## src/rtl/trap_seq_pkg.sv

```systemverilog
package trap_seq_pkg;
  typedef struct packed {
    logic take;      // perform a trap entry
    logic fpTrap;    // entry is a deferred floating-point exception
    logic fqLoad;    // load the empty floating-point queue
    logic extAck;    // acknowledge an external interrupt
    logic shutdown;  // request shutdown instead of entry
  } trapStrobe_t;
endpackage

```

## src/rtl/trap_seq_ctrl.sv

```systemverilog
module trap_seq_ctrl
  import trap_seq_pkg::*;
#(
  parameter logic [7:0] FP_TT   = 8'h08,
  parameter logic [3:0] EXT_HI  = 4'h1,
  parameter logic [7:0] HALT_TT = 8'h80
) (
  input  logic        clk,
  input  logic        rst_n,
  input  logic        trapValid,
  input  logic [7:0]  trapType,
  input  logic        curEt,
  input  logic        shutdownEn,
  input  logic        fqValid,
  output trapStrobe_t str,
  output logic        errState
);
  logic accept;
  logic haltCase;
  logic goErr;

  assign accept   = trapValid && !errState;
  assign haltCase = (trapType == HALT_TT) && shutdownEn;
  assign goErr    = accept && !curEt && !haltCase;

  always_comb begin
    str.take     = accept && curEt;
    str.fpTrap   = accept && curEt && (trapType == FP_TT);
    str.fqLoad   = accept && curEt && (trapType == FP_TT) && !fqValid;
    str.extAck   = accept && curEt && (trapType[7:4] == EXT_HI);
    str.shutdown = accept && !curEt && haltCase;
  end

  always_ff @(posedge clk or negedge rst_n) begin
    if (!rst_n)     errState <= 1'b0;
    else if (goErr) errState <= 1'b1;
  end


  err_sticky_chk: assert property (@(posedge clk) disable iff (!rst_n)
    errState |=> errState);


  err_blocks_chk: assert property (@(posedge clk) disable iff (!rst_n)
    errState |-> !(str.take || str.shutdown));


  halt_no_err_chk: assert property (@(posedge clk) disable iff (!rst_n)
    (str.shutdown && !errState) |=> !errState);
endmodule

```

## src/rtl/trap_seq_dp.sv

```systemverilog
module trap_seq_dp
  import trap_seq_pkg::*;
#(
  parameter int NWIN = 8,
  localparam int CW = (NWIN > 1) ? $clog2(NWIN) : 1,
  localparam int RA = CW + 4
) (
  input  logic           clk,
  input  logic           rst_n,
  input  trapStrobe_t    str,
  input  logic [7:0]     trapType,
  input  logic [31:0]    curPc,
  input  logic [31:0]    curNpc,
  input  logic [CW-1:0]  curCwp,
  input  logic           curS,
  input  logic [31:0]    curTbr,
  input  logic [31:0]    faultInsn,
  input  logic           fqPop,
  output logic           takeValid,
  output logic [31:0]    newPc,
  output logic [31:0]    newNpc,
  output logic [CW-1:0]  newCwp,
  output logic           newEt,
  output logic           newS,
  output logic           newPs,
  output logic [31:0]    newTbr,
  output logic           saveWe,
  output logic [RA-1:0]  savePcAddr,
  output logic [31:0]    savePcData,
  output logic [RA-1:0]  saveNpcAddr,
  output logic [31:0]    saveNpcData,
  output logic           ackValid,
  output logic [7:0]     ackType,
  output logic           shutdownReq,
  output logic           fqValid,
  output logic [31:0]    fqAddr,
  output logic [31:0]    fqInsn
);
  localparam logic [CW-1:0] TOP_WIN = CW'(NWIN - 1);
  localparam logic [3:0]    PC_SLOT  = 4'd9;
  localparam logic [3:0]    NPC_SLOT = 4'd10;

  logic [CW-1:0] cwpNext;
  logic [31:0]   tbrNext;
  logic [31:0]   keepPc;
  logic [31:0]   keepNpc;

  assign cwpNext = (curCwp == '0) ? TOP_WIN : curCwp - 1'b1;
  assign tbrNext = {curTbr[31:12], trapType, 4'h0};
  assign keepPc  = str.fpTrap ? curNpc : curPc;
  assign keepNpc = str.fpTrap ? curNpc + 32'd4 : curNpc;

  always_ff @(posedge clk or negedge rst_n) begin
    if (!rst_n) begin
      takeValid   <= 1'b0;
      saveWe      <= 1'b0;
      ackValid    <= 1'b0;
      shutdownReq <= 1'b0;
      newPc       <= '0;
      newNpc      <= '0;
      newCwp      <= '0;
      newEt       <= 1'b0;
      newS        <= 1'b0;
      newPs       <= 1'b0;
      newTbr      <= '0;
      savePcAddr  <= '0;
      saveNpcAddr <= '0;
      savePcData  <= '0;
      saveNpcData <= '0;
      ackType     <= '0;
    end else begin
      takeValid   <= str.take;
      saveWe      <= str.take;
      ackValid    <= str.extAck;
      shutdownReq <= str.shutdown;
      if (str.take) begin
        newTbr      <= tbrNext;
        newPc       <= tbrNext;
        newNpc      <= tbrNext + 32'd4;
        newCwp      <= cwpNext;
        newEt       <= 1'b0;
        newS        <= 1'b1;
        newPs       <= curS;
        savePcAddr  <= {cwpNext, PC_SLOT};
        saveNpcAddr <= {cwpNext, NPC_SLOT};
        savePcData  <= keepPc;
        saveNpcData <= keepNpc;
        ackType     <= trapType;
      end
    end
  end

  always_ff @(posedge clk or negedge rst_n) begin
    if (!rst_n) begin
      fqValid <= 1'b0;
      fqAddr  <= '0;
      fqInsn  <= '0;
    end else if (str.fqLoad) begin
      fqValid <= 1'b1;
      fqAddr  <= curPc;
      fqInsn  <= faultInsn;
    end else if (fqPop) begin
      fqValid <= 1'b0;
    end
  end


  cwp_wrap_chk: assert property (@(posedge clk) disable iff (!rst_n)
    str.take |=> newCwp == (($past(curCwp) == '0) ? TOP_WIN : $past(curCwp) - 1'b1));


  npc_step_chk: assert property (@(posedge clk) disable iff (!rst_n)
    takeValid |-> (newNpc == newPc + 32'd4) && (newPc[3:0] == 4'h0));


  save_pair_chk: assert property (@(posedge clk) disable iff (!rst_n)
    saveWe |-> (saveNpcAddr == savePcAddr + 1'b1) && (savePcAddr[RA-1:4] == newCwp));


  fq_load_chk: assert property (@(posedge clk) disable iff (!rst_n)
    str.fqLoad |=> fqValid && (fqAddr == $past(curPc)));


  ack_type_chk: assert property (@(posedge clk) disable iff (!rst_n)
    ackValid |-> takeValid && (ackType[7:4] == 4'h1));
endmodule

```

## src/rtl/trap_entry_seq.sv

```systemverilog
module trap_entry_seq
  import trap_seq_pkg::*;
#(
  parameter int NWIN = 8,
  localparam int CW = (NWIN > 1) ? $clog2(NWIN) : 1,
  localparam int RA = CW + 4
) (
  input  logic           clk,
  input  logic           rst_n,
  input  logic           trapValid,
  input  logic [7:0]     trapType,
  input  logic [31:0]    curPc,
  input  logic [31:0]    curNpc,
  input  logic [CW-1:0]  curCwp,
  input  logic           curEt,
  input  logic           curS,
  input  logic [31:0]    curTbr,
  input  logic [31:0]    faultInsn,
  input  logic           shutdownEn,
  input  logic           fqPop,
  output logic           takeValid,
  output logic [31:0]    newPc,
  output logic [31:0]    newNpc,
  output logic [CW-1:0]  newCwp,
  output logic           newEt,
  output logic           newS,
  output logic           newPs,
  output logic [31:0]    newTbr,
  output logic           saveWe,
  output logic [RA-1:0]  savePcAddr,
  output logic [31:0]    savePcData,
  output logic [RA-1:0]  saveNpcAddr,
  output logic [31:0]    saveNpcData,
  output logic           ackValid,
  output logic [7:0]     ackType,
  output logic           shutdownReq,
  output logic           errState,
  output logic           fqValid,
  output logic [31:0]    fqAddr,
  output logic [31:0]    fqInsn
);
  trapStrobe_t str;

  trap_seq_ctrl u_ctrl (
    .clk        (clk),
    .rst_n      (rst_n),
    .trapValid  (trapValid),
    .trapType   (trapType),
    .curEt      (curEt),
    .shutdownEn (shutdownEn),
    .fqValid    (fqValid),
    .str        (str),
    .errState   (errState)
  );

  trap_seq_dp #(.NWIN(NWIN)) u_dp (
    .clk         (clk),
    .rst_n       (rst_n),
    .str         (str),
    .trapType    (trapType),
    .curPc       (curPc),
    .curNpc      (curNpc),
    .curCwp      (curCwp),
    .curS        (curS),
    .curTbr      (curTbr),
    .faultInsn   (faultInsn),
    .fqPop       (fqPop),
    .takeValid   (takeValid),
    .newPc       (newPc),
    .newNpc      (newNpc),
    .newCwp      (newCwp),
    .newEt       (newEt),
    .newS        (newS),
    .newPs       (newPs),
    .newTbr      (newTbr),
    .saveWe      (saveWe),
    .savePcAddr  (savePcAddr),
    .savePcData  (savePcData),
    .saveNpcAddr (saveNpcAddr),
    .saveNpcData (saveNpcData),
    .ackValid    (ackValid),
    .ackType     (ackType),
    .shutdownReq (shutdownReq),
    .fqValid     (fqValid),
    .fqAddr      (fqAddr),
    .fqInsn      (fqInsn)
  );


  take_pulse_chk: assert property (@(posedge clk) disable iff (!rst_n)
    (trapValid && curEt && !errState) |=> takeValid);


  status_chk: assert property (@(posedge clk) disable iff (!rst_n)
    (trapValid && curEt && !errState) |=> (!newEt && newS && (newPs == $past(curS))));
endmodule

```

## config.mk

```make
export PLATFORM = sky130hd
export DESIGN_NAME = trap_entry_seq
export DESIGN_NICKNAME = d
export VERILOG_FILES = /design/src/rtl/trap_seq_pkg.sv /design/src/rtl/trap_seq_ctrl.sv /design/src/rtl/trap_seq_dp.sv /design/src/rtl/trap_entry_seq.sv
export SDC_FILE = /design/constraint.sdc
export NUM_CORES = 1
export LEC_CHECK = 0
export ABC_CLOCK_PERIOD_IN_PS = 2029
export BUFFER_PORTS_ARGS = -buffer_cell sky130_fd_sc_hd__buf_4
export CORE_AREA = 4 4 155 157
export CTS_CLUSTER_DIAMETER = 30
export CTS_CLUSTER_SIZE = 25
export DETAILED_ROUTE_END_ITERATION = 6
export DIE_AREA = 0 0 159 161
export PLACE_DENSITY = 0.77
export SLEW_MARGIN = 10
export SYNTH_ARGS = -nofsm -noshare
export SYNTH_HDL_FRONTEND = slang
export SYNTH_SLANG_ARGS = --single-unit
```

## constraint.sdc

```tcl
create_clock -name clk -period 2.03 [get_ports clk]
set_clock_uncertainty 0.1 [all_clocks]
set_input_delay 0.203 -clock clk [delete_from_list [all_inputs] [get_ports clk]]
set_output_delay 0.203 -clock clk [all_outputs]
set_load 0.02 [all_outputs]
```

==> results of run 1 <==
area by class of cell:
type | instances | area (um^2) | area share [%]
inverter | 9 | 36.28 | 0.2915
clock buffer | 17 | 425.4 | 3.417
multi-input combinational | 478 | 2860 | 22.98
sequential | 166 | 4154 | 33.37
timing repair buffer | 539 | 4458 | 35.81
clock inverter | 15 | 155.1 | 1.246
antenna | 1 | 2.502 | 0.02010
tap | 285 | 356.6 | 2.865
cells in the mapped netlist, types with 2 or more instances:
cell type and number:
nand4_1 9, a31oi_1 31, clkbuf_1 32, nor3b_1 3
a22oi_1 3, dfrtp_1 166, a21oi_1 2, and3_1 2
o21ai_0 29, nor2_1 42, buf_1 3, mux2_2 64
and4b_1 2, nand3_1 9, nor4_1 4, nor3_1 11
or4_4 2, buf_4 92, inv_1 8, and4_1 5
nand2b_1 2, ha_1 3, o21ai_1 3, xor2_1 5
xnor2_1 20, nand2_1 199
what timing repair did:
action                                 in CTS  in global routing
gates resized for setup                     0                  9
hold buffers                              121                  0
setup endpoints to repair                   0                 25
buffers inserted                            0                  3
endpoints found under the hold margin     186                  0
metal layers:
metal  GRT usage [%]  wire length, um  up-vias
met2           37.41            14360      308
met1           25.43            10950     3439
met5               0                0        -
met3           5.869             1811       49
li1                -                -     3324
met4           7.061              714        0
placed cells by master (no fill, tap or decap), types with 3 or more instances in the layout:
master	count
buf_4	406
nand2_1	199
dfrtp_1	166
dlygate4sd3_1	120
mux2_2	64
nor2_1	42
a31oi_1	31
o21ai_0	28
xnor2_1	20
clkbuf_16	17
conb_1	16
nand4_1	9
inv_1	8
nor3_2	8
nand3_1	7
buf_12	7
and4_1	5
xor2_1	5
inv_6	5
buf_6	5
o21ai_1	4
inv_8	4
or4_4	3
nor3_1	3
nor4_4	3
a22oi_1	3
ha_1	3
clkinv_4	3
critical path, cell delays in order:
cell     delay, ns
buf_4         0.11
or4_4         0.57
or4_4         0.56
or4b_4        0.49
xor2_1        0.17
o21ai_1       0.07
registers in the layout (all words and copies together) (netlist names):
name / flops
u_dp.newTbr: 20
u_dp.savePcData: 32
u_dp.newNpc: 1
u_dp.newPs: 1
u_dp.fqAddr: 32
u_dp.shutdownReq: 1
u_dp.newCwp: 3
u_dp.savePcAddr: 1
u_dp.ackType: 7
u_dp.saveNpcData: 32
u_ctrl.errState: 1
u_dp.takeValid: 1
u_dp.fqValid: 1
u_dp.ackValid: 1
u_dp.fqInsn: 32
worst max path at each step:
stage,from,end,slack [ns],depth (start not counted)
after floorplan,trapType[1],u_dp.saveNpcData[29],-0.18,5
after global placement,trapType[1],u_dp.saveNpcData[29],-0.37,6
after detailed placement,trapType[1],u_dp.saveNpcData[29],-0.37,6
after CTS,trapValid,u_dp.fqInsn[24],0.02,7
after global routing,curNpc[5],u_dp.saveNpcData[29],0.004,7
final,trapType[1],u_dp.saveNpcData[29],0.05,6
logic make-up (layout without fill, tap and decap cells):
kind of cell             Yosys count  count (layout)  synth area share (%)
flip-flops                       166             166                 53.77
multiplexers                      65              65                 9.459
buffers and inverters            138             580                 11.29
XOR/XNOR                          25              25                 2.834
AO/OA/AOI/OAI                     71              71                 5.297
other                              1              17               0.04854
adder cells (fa/ha/maj)            3               3                0.4860
AND/OR/NAND/NOR                  298             298                 16.81
metrics by stage:
| stage | hold slack (ns) | setup TNS, ns |
|---|---|---|
| floorplan | -0.1926 | -1.569 |
| global placement | 0.09708 | -8.393 |
| detailed placement | 0.1006 | -10.50 |
| CTS | 0.0009852 | 0 |
| global route | 0.004350 | 0 |
| finish | 0.01508 | 0 |
where the power goes:
group          total, mW  switching [mW]  internal [mW]
registers           4.00           0.316           3.68
logic               3.01            1.66           1.35
clock network       3.21            1.56           1.65
==> metrics.txt, run 1 <==
Peak Freq 506.1 MHz; gp weighted congestion a little over 0.8; synthesized area 7725 um^2; antenna-violating nets left 0; static leakage around 6.4 nW; slew margin rel. 65.99%; DRC Markers 0; Worst-path clk slew 0.07 ns; Worst Hold Path Cells 4; Clock Latency Late Sink roughly 0.43 ns; critical path class in2reg; final setup violation count 0; pre-CTS setup slack -0.3743 ns; Syn Inst Count ~770; DR WL/cell about 18 um; final cell count without fillers 1510; fin crit period 1.976 ns; share of cells above drive strength 1 43.79%; worst-margin pin slew 0.5102 ns; area leader, netlist dfrtp_1; Design Power 10.21 mW; clock root buffer clkbuf_16; largest cells by area after synthesis dfrtp_1 (54%), nand2_1 (9.7%), mux2_2 (9.3%), buf_4 (8.9%), a31oi_1 (2.5%); vias in the first global route between 7000 and 8000; total grt overflow 0; htree depth 4; Area after DPL 10600 um^2; hold_sp trapType[3]; WP data required 2.23 ns; Finished Core Util 55.32%; Final WS setup 0.05395 ns; die area around 26000 um^2; YS warnings 0; Synth Register Bits 166; Via density 4.715; overall fraction of global-route tracks in use 21.32%; post-synth top area share 53.77%; vias 7120; hold violation count in the final report 0; Post-synth EDFFs 0; placed cell count 1353; async set-reset flop share out of synthesis 100.0%; CP arrival 2.18 ns; final WL around 28 mm; DR iter-0 viols 357; IO Port Bufs 375; Finished Cell Area 12450 um^2; Top-Level Pins about 400; first-pass GRT wire length ~43 mm; Final period util 97.34%; worst flop-to-flop path startpoint u_ctrl.errState; drt pass-1 iters 5; Max VDD drop 484.8 uV; Seq/Total Area, Yosys 53.77%; CP startpoint kind primary input; status finished clean; Core Region between 20000 and 25000 um^2; Synth Area per Inst 10.07 um^2; Filler Cell Count 1913; Initial Utilization 34.33%; R2R depth 5; R2R Setup Slk 0.16 ns; RSZ-0062 raised after global routing no; Die H 161 um; largest net degree at the start of global routing 55; Hold Path End u_dp.ackType[3]; CTS Buf Count 17; pwr dens 820.5 nW/um^2; initial antenna violation count 1; NumNets Final between 1000 and 1500; max cap viols 0; Most used DFF post-synth dfrtp_1; Row Count 55; maximum clock path buffer count 2; CP max FO 3; min-delay worst type in2reg; CTS Sinks 166; CTS tree done; Final Max Slew Viols 0; die width 159 um; area grow syn2layout 61.14%; synth unique cells 42; crit end category flop; DP HPWL 19.85 mm; Crit Reg-Reg Endpoint u_dp.fqInsn[22]
Note: power is estimated with default switching activity, not from simulation.
==> run 2: changes to the inputs <==
--- a/config.mk
+++ b/config.mk
@@ -5,14 +5,15 @@
 export SDC_FILE = /design/constraint.sdc
 export NUM_CORES = 1
 export LEC_CHECK = 0
+export ABC_AREA = 1
 export ABC_CLOCK_PERIOD_IN_PS = 2029
 export BUFFER_PORTS_ARGS = -buffer_cell sky130_fd_sc_hd__buf_4
-export CORE_AREA = 4 4 155 157
+export CORE_AREA = 4 4 154 156
 export CTS_CLUSTER_DIAMETER = 30
 export CTS_CLUSTER_SIZE = 25
 export DETAILED_ROUTE_END_ITERATION = 6
-export DIE_AREA = 0 0 159 161
-export PLACE_DENSITY = 0.77
+export DIE_AREA = 0 0 158 160
+export PLACE_DENSITY = 0.8
 export SLEW_MARGIN = 10
 export SYNTH_ARGS = -nofsm -noshare
 export SYNTH_HDL_FRONTEND = slang
==> metrics.txt, run 2 <==
most frequent cells in the layout buf_4 (388), nand2_1 (341), dfrtp_1 (166) (was buf_4 (406), nand2_1 (199), dfrtp_1 (166)); max cap viols 0 (unchanged); Internal 5.625 mW (was 6.678 mW); pwr dens 594.8 nW/um^2 (was 820.5 nW/um^2); CP arrival 2.07 ns (was 2.18 ns); crit-path leading delay family buffers and inverters (was simple AND/OR/NAND/NOR gates); status finished clean (unchanged); max incr delay on CP 0.54 ns (was 0.57 ns); YS warnings 0 (unchanged); hold violation count in the final report 0 (unchanged); hold_sp curNpc[27] (was trapType[3]); final setup violation count 0 (unchanged); antenna-violating nets left 0 (unchanged); Row Count 55 (unchanged); DR WL/cell 17.47 um (was 18.44 um); Synth Area per Inst 8.181 um^2 (was 10.07 um^2); Via density 4.822 (was 4.715); WP data required 2.24 ns (was 2.23 ns); Synth Register Bits 166 (unchanged); CP startpoint kind primary input (unchanged); Flop pwr share 44.7% (was 39.2%); P_sw 1.769 mW (was 3.536 mW); clock root buffer clkbuf_16 (unchanged); post-synth top area share 50.67% (was 53.77%); Seq/Total Area, Yosys 50.67% (was 53.77%); most frequent cell after synthesis nand2_1 (unchanged); R2R Setup Slk 0.23 ns (was 0.16 ns); Final Max Slew Viols 0 (unchanged); Filler Cell Count 1876 (was 1913); final WL 29.72 mm (was 27.84 mm); DR iter-0 viols 541 (was 357); Most used DFF post-synth dfrtp_1 (unchanged); Worst-path clk slew 0.07 ns (about the same); synthesized area 8198 um^2 (was 7725 um^2); static leakage 6.965 nW (was 6.427 nW); PostCTS Resize Cnt 0 (unchanged); worst-margin pin slew 0.5923 ns (was 0.5102 ns); CTS Buf Count 17 (unchanged); synth unique cells 31 (was 42); CTS tree done (unchanged); worst flop-to-flop path startpoint u_ctrl.errState (unchanged); Finished Core Util 55.59% (was 55.32%); Die H 160 um (was 161 um); largest net degree at the start of global routing 84 (was 55); min-delay worst type in2reg (unchanged); maximum clock path buffer count 2 (unchanged); Top-Level Pins 404 (unchanged); Clock Latency Late Sink 0.41 ns (was 0.43 ns); area grow syn2layout 51.65% (was 61.14%); Final period util 91.54% (was 97.34%); htree depth 4 (unchanged); critical path class in2reg (unchanged); Max VDD drop 461.3 uV (was 484.8 uV); Post-synth EDFFs 0 (unchanged); fin crit period 1.858 ns (was 1.976 ns); CP max stage cell dlygate4sd3_1 (was or4_4); Cell Chain, Critical Path dlygate4sd3_1 -> buf_4 -> inv_2 -> nand2_1 -> nor2_2 -> nand3_2 -> buf_4 -> nor2_1 -> nand3_1 -> nand3_1 -> nand2_1 (was buf_4 -> or4_4 -> or4_4 -> or4b_4 -> xor2_1 -> o21ai_1); RSZ-0062 raised after global routing no (unchanged); Peak Freq 538.1 MHz (was 506.1 MHz); crit end category flop (unchanged); Worst setup startpoint trapType[6] (was trapType[1]); area leader, netlist dfrtp_1 (unchanged); Clk network pwr share 46.5% (was 31.4%); Core Region 22370 um^2 (was 22500 um^2); vias 8203 (was 7120); top post-synthesis cells by count nand2_1 (341), dfrtp_1 (166), nand3_1 (106) (was nand2_1 (199), dfrtp_1 (166), buf_4 (92)); largest cells by area after synthesis dfrtp_1 (51%), nand2_1 (16%), buf_4 (8.9%), nand3_1 (6.5%), inv_1 (3.2%) (was dfrtp_1 (54%), nand2_1 (9.7%), mux2_2 (9.3%), buf_4 (8.9%), a31oi_1 (2.5%)); Initial Utilization 36.65% (was 34.33%); CP max FO 21 (was 3); async set-reset flop share out of synthesis 100.0% (unchanged); die area 25280 um^2 (was 25600 um^2); final cell count without fillers 1701 (was 1510); die width 158 um (was 159 um); WP buf/inv 4 (was 1); DP HPWL 20.68 mm (was 19.85 mm); Min Hold Slack 0.01057 ns (was 0.01508 ns); overall fraction of global-route tracks in use 22.68% (was 21.32%); Combinational Power Share 8.8% (was 29.4%); DRC Markers 0 (unchanged); vias in the first global route 8275 (was 7511); share of cells above drive strength 1 32.06% (was 43.79%); first-pass GRT wire length 45.30 mm (was 43.17 mm); drt pass-1 iters 5 (unchanged); total grt overflow 0 (unchanged); IO Port Bufs 375 (unchanged); CTS Sinks 166 (unchanged); Sw Ratio 23.92% (was 34.62%); placed cell count 1562 (was 1353); gp weighted congestion 0.9434 (was 0.8065); # diodes 0 (was 1); initial antenna violation count 0 (was 1); NumNets Final 1553 (was 1360); Syn Inst Count 1002 (was 767); commonest non-fill, non-tap cell in the layout buf_4 (unchanged); setup TNS 0 ns (unchanged); slew margin rel. 60.51% (was 65.99%)
## run 2: cell count changes after synthesis, sizes merged, moves of 8 or more
cell    before  now
o221ai       0   10
a21oi        2   25
mux2        64    0
inv          9   78
a31oi       31    0
nor2        43   54
nand2      199  344
nand3        9  107
xnor2       20    0
nor3        11    3
clkbuf      32   11
buf         97  125
o22ai        0   21
## run 2: cell type report
cell class / instances / area [um^2] / area share, %
timing repair buffer: 504 / 4145 / 33.34
multi-input combinational: 637 / 2870 / 23.09
clock buffer: 17 / 425.4 / 3.422
inverter: 78 / 292.8 / 2.355
tap: 285 / 356.6 / 2.868
clock inverter: 14 / 187.7 / 1.510
sequential: 166 / 4154 / 33.41
## run 2: cells by family (layout without fill, tap and decap cells)
| kind of cell | after synthesis | count (layout) | share of synthesized area [%] |
|---|---|---|---|
| simple gates | 525 | 525 | 26.83 |
| buf+inv | 214 | 613 | 15.16 |
| flops | 166 | 166 | 50.67 |
| compound gates | 87 | 87 | 6.181 |
| xor+xnor | 5 | 5 | 0.5342 |
| fa+ha+maj | 3 | 3 | 0.4579 |
| other cells | 1 | 16 | 0.04574 |
| mux | 1 | 1 | 0.1221 |
## run 2: final timing paths
path | endpoint | depth (start not counted)
setup / recovery | u_dp.saveNpcData[21] | 11
hold / removal | u_dp.savePcData[27] | 3
setup reg to reg | u_dp.ackValid | 5
hold reg to reg | u_dp.fqAddr[4] | 2
max in group asynchronous | u_dp.fqInsn[30] | 3
min in group asynchronous | u_dp.fqInsn[2] | 2
## run 2: power groups by stage
stage	clock network, mW	registers [mW]	logic (mW)
after floorplan	0	3.37	0.135
after global placement	0	3.37	0.473
after detailed placement	0	3.37	0.478
after CTS	3.52	3.30	0.650
after global routing	3.67	3.30	0.710
final	3.44	3.31	0.653
## run 2: worst min-delay path, cell delays in order
cell     delay (ns)
buf_4          0.14
inv_1          0.09
a21oi_1        0.06
## run 2: per-stage QoR
stage | instance area (um^2) | setup WS (ns) | power (mW)
after detailed placement | 10740 | 0.2538 | 3.847
after floorplan | 8254 | 0.4930 | 3.506
final | 12430 | 0.1717 | 7.394
after global routing | 12430 | 0.01871 | 7.680
after CTS | 12430 | 0.1792 | 7.477
after global placement | 10740 | 0.3020 | 3.842
## run 2: layer usage
metal	global-route usage, %	wire length, um	up-vias
met5	0	0	-
met2	40.13	15140	380
met1	26.13	11270	3877
met3	5.827	2254	71
li1	-	-	3875
met4	8.530	1055	0
## run 2: repair_timing
action	in CTS	in global routing
hold buffers	108	0
hold endpoints to repair	166	0
setup endpoints to repair	0	0
setup buffers	0	0
==> run 3: changes to the inputs <==
--- a/config.mk
+++ b/config.mk
@@ -8,12 +8,14 @@
 export ABC_AREA = 1
 export ABC_CLOCK_PERIOD_IN_PS = 2029
 export BUFFER_PORTS_ARGS = -buffer_cell sky130_fd_sc_hd__buf_4
-export CORE_AREA = 4 4 154 156
+export CELL_PAD_IN_SITES_DETAIL_PLACEMENT = 0
+export CELL_PAD_IN_SITES_GLOBAL_PLACEMENT = 1
+export CORE_MARGIN = 4
+export CORE_UTILIZATION = 29
 export CTS_CLUSTER_DIAMETER = 30
 export CTS_CLUSTER_SIZE = 25
 export DETAILED_ROUTE_END_ITERATION = 6
-export DIE_AREA = 0 0 158 160
-export PLACE_DENSITY = 0.8
+export PLACE_DENSITY = 0.87
 export SLEW_MARGIN = 10
 export SYNTH_ARGS = -nofsm -noshare
 export SYNTH_HDL_FRONTEND = slang
==> metrics.txt, run 3 (synthesis results as in run 2) <==
max cap viols 0 (unchanged); commonest non-fill, non-tap cell in the layout buf_4 (unchanged); WP data required 2.25 ns (was 2.24 ns); most frequent cells in the layout buf_4 (387), nand2_1 (341), dfrtp_1 (166) (was buf_4 (388), nand2_1 (341), dfrtp_1 (166)); placed cell count 1654 (was 1562); CP max stage cell dlygate4sd3_1 (unchanged); Worst-path clk slew 0.07 ns (about the same); Max VDD drop 355.1 uV (was 461.3 uV); initial antenna violation count 0 (unchanged); total grt overflow 0 (unchanged); gp weighted congestion 0.8623 (was 0.9434); clock root buffer clkbuf_16 (unchanged); RSZ-0062 raised after global routing no (unchanged); CTS tree done (unchanged); static leakage 6.977 nW (was 6.965 nW); hold violation count in the final report 0 (unchanged); area grow syn2layout 53.48% (was 51.65%); DR iter-0 viols 452 (was 541); min-delay worst type in2reg (unchanged); final WL 30.24 mm (was 29.72 mm); status finished clean (unchanged); IO Port Bufs 375 (unchanged); largest net degree at the start of global routing 84 (unchanged); Clock Latency Late Sink 0.42 ns (was 0.41 ns); DRC Markers 0 (unchanged); CP arrival 2.07 ns (about the same); Initial Utilization 29.43% (was 36.65%); CP max FO 4 (was 21); Design Power 7.375 mW (was 7.394 mW); Top-Level Pins 404 (unchanged); die area 31020 um^2 (was 25280 um^2); WP buf/inv 4 (unchanged); pwr dens 586.2 nW/um^2 (was 594.8 nW/um^2); # diodes 0 (unchanged); Row Count 61 (was 55); post-CTS setup buffer count 0 (unchanged); Final period util 91.26% (was 91.54%); final cell count without fillers 1797 (was 1701); critical path class in2reg (unchanged); setup TNS 0 ns (unchanged); antenna-violating nets left 0 (unchanged); DR WL/cell 16.83 um (was 17.47 um); drt pass-1 iters 5 (unchanged); crit end category flop (unchanged); htree depth 4 (unchanged); max incr delay on CP 0.57 ns (was 0.54 ns); share of cells above drive strength 1 32.21% (was 32.06%); worst-margin pin slew 0.5959 ns (was 0.5923 ns); DP HPWL 21.85 mm (was 20.68 mm); overall fraction of global-route tracks in use 18.74% (was 22.68%); Cell Chain, Critical Path dlygate4sd3_1 -> buf_4 -> ha_1 -> nand3_2 -> inv_1 -> nand3b_1 -> nor2_2 -> buf_4 -> nand3_1 -> nand3_1 -> nand2_1 (was dlygate4sd3_1 -> buf_4 -> inv_2 -> nand2_1 -> nor2_2 -> nand3_2 -> buf_4 -> nor2_1 -> nand3_1 -> nand3_1 -> nand2_1); Core Region 27860 um^2 (was 22370 um^2); Final WS setup 0.1775 ns (was 0.1717 ns); die width 176.1 um (was 158 um); Die H 176.1 um (was 160 um); crit-path leading delay family buffers and inverters (unchanged); first-pass GRT wire length 45.81 mm (was 45.30 mm); maximum clock path buffer count 2 (unchanged); Final Max Slew Viols 0 (unchanged); CTS Buf Count 17 (unchanged); pre-CTS setup slack 0.2303 ns (was 0.2538 ns); NumNets Final 1555 (was 1553); Peak Freq 539.8 MHz (was 538.1 MHz); CTS Sinks 166 (unchanged); vias 8147 (was 8203); Via density 4.534 (was 4.822); final setup violation count 0 (unchanged); fin crit period 1.852 ns (was 1.858 ns); vias in the first global route 8104 (was 8275); slew margin rel. 60.27% (was 60.51%); CP startpoint kind primary input (unchanged)
==> run 3: through the flow <==
step                      utilization, %  hold WS, ns  area, um^2
after floorplan                        -      -0.1926        8254
after global placement             38.95      0.05232       10850
after detailed placement           38.95      0.05322       10850
after CTS                          45.13    0.0008615       12570
after global routing               45.17     0.006770       12580
final                              45.17     0.008982       12580
==> run 3: worst register-to-register path: stages (launching register included) <==
cell,delay [ns]
dfrtp_1,0.40
inv_2,0.10
nand3_4,0.09
clkinv_2,0.10
buf_12,0.21
nand2_2,0.22
buf_12,0.23
o22ai_1,0.14
a21oi_1,0.06
==> run 3: power breakdown <==
| part | leakage, nW | total (mW) | switching (mW) | internal (mW) |
|---|---|---|---|---|
| Combinational | 4.36 | 0.654 | 0.306 | 0.348 |
| Clock | 0.303 | 3.42 | 1.49 | 1.93 |
| Sequential | 2.31 | 3.30 | 0.0000000000000000363 | 3.30 |
==> run 3: worst paths after layout <==
kind / slack [ns] / depth (start not counted) / from / to
worst max-delay path: 0.18 / 11 / curNpc[2] / u_dp.saveNpcData[28]
worst min-delay path: 0.009 / 3 / curNpc[8] / u_dp.savePcData[8]
worst max register to register: 0.27 / 8 / u_ctrl.errState / u_dp.savePcData[10]
worst min register to register: 0.37 / 2 / u_dp.fqAddr[8] / u_dp.fqAddr[8]
max in group asynchronous: 1.01 / 3 / rst_n / u_dp.saveNpcData[2]
min in group asynchronous: 0.18 / 2 / rst_n / u_dp.newTbr[28]
==> run 3: layer usage <==
layer  global-route usage (%)  vias up  part of all wire, %
met5                        0        -                    0
met4                    7.277        0                  3.5
met3                    4.797       60                  7.5
met2                    32.87      354                   51
met1                    21.99     3851                   38
li1                         -     3882                    -
==> run 3: cell type report <==
cell class / instances / area, um^2
fill: 2702 / 15280
tap: 378 / 473.0
multi-input combinational: 637 / 2880
clock buffer: 19 / 452.9
clock inverter: 13 / 157.7
timing repair buffer: 506 / 4170
sequential: 166 / 4154
inverter: 78 / 294.0
==> run 3: timing repair <==
item                                   CTS  global route
hold buffers                           111             0
endpoints found under the hold margin  245             0
resized for setup                        0             3
setup endpoints to repair                0             7
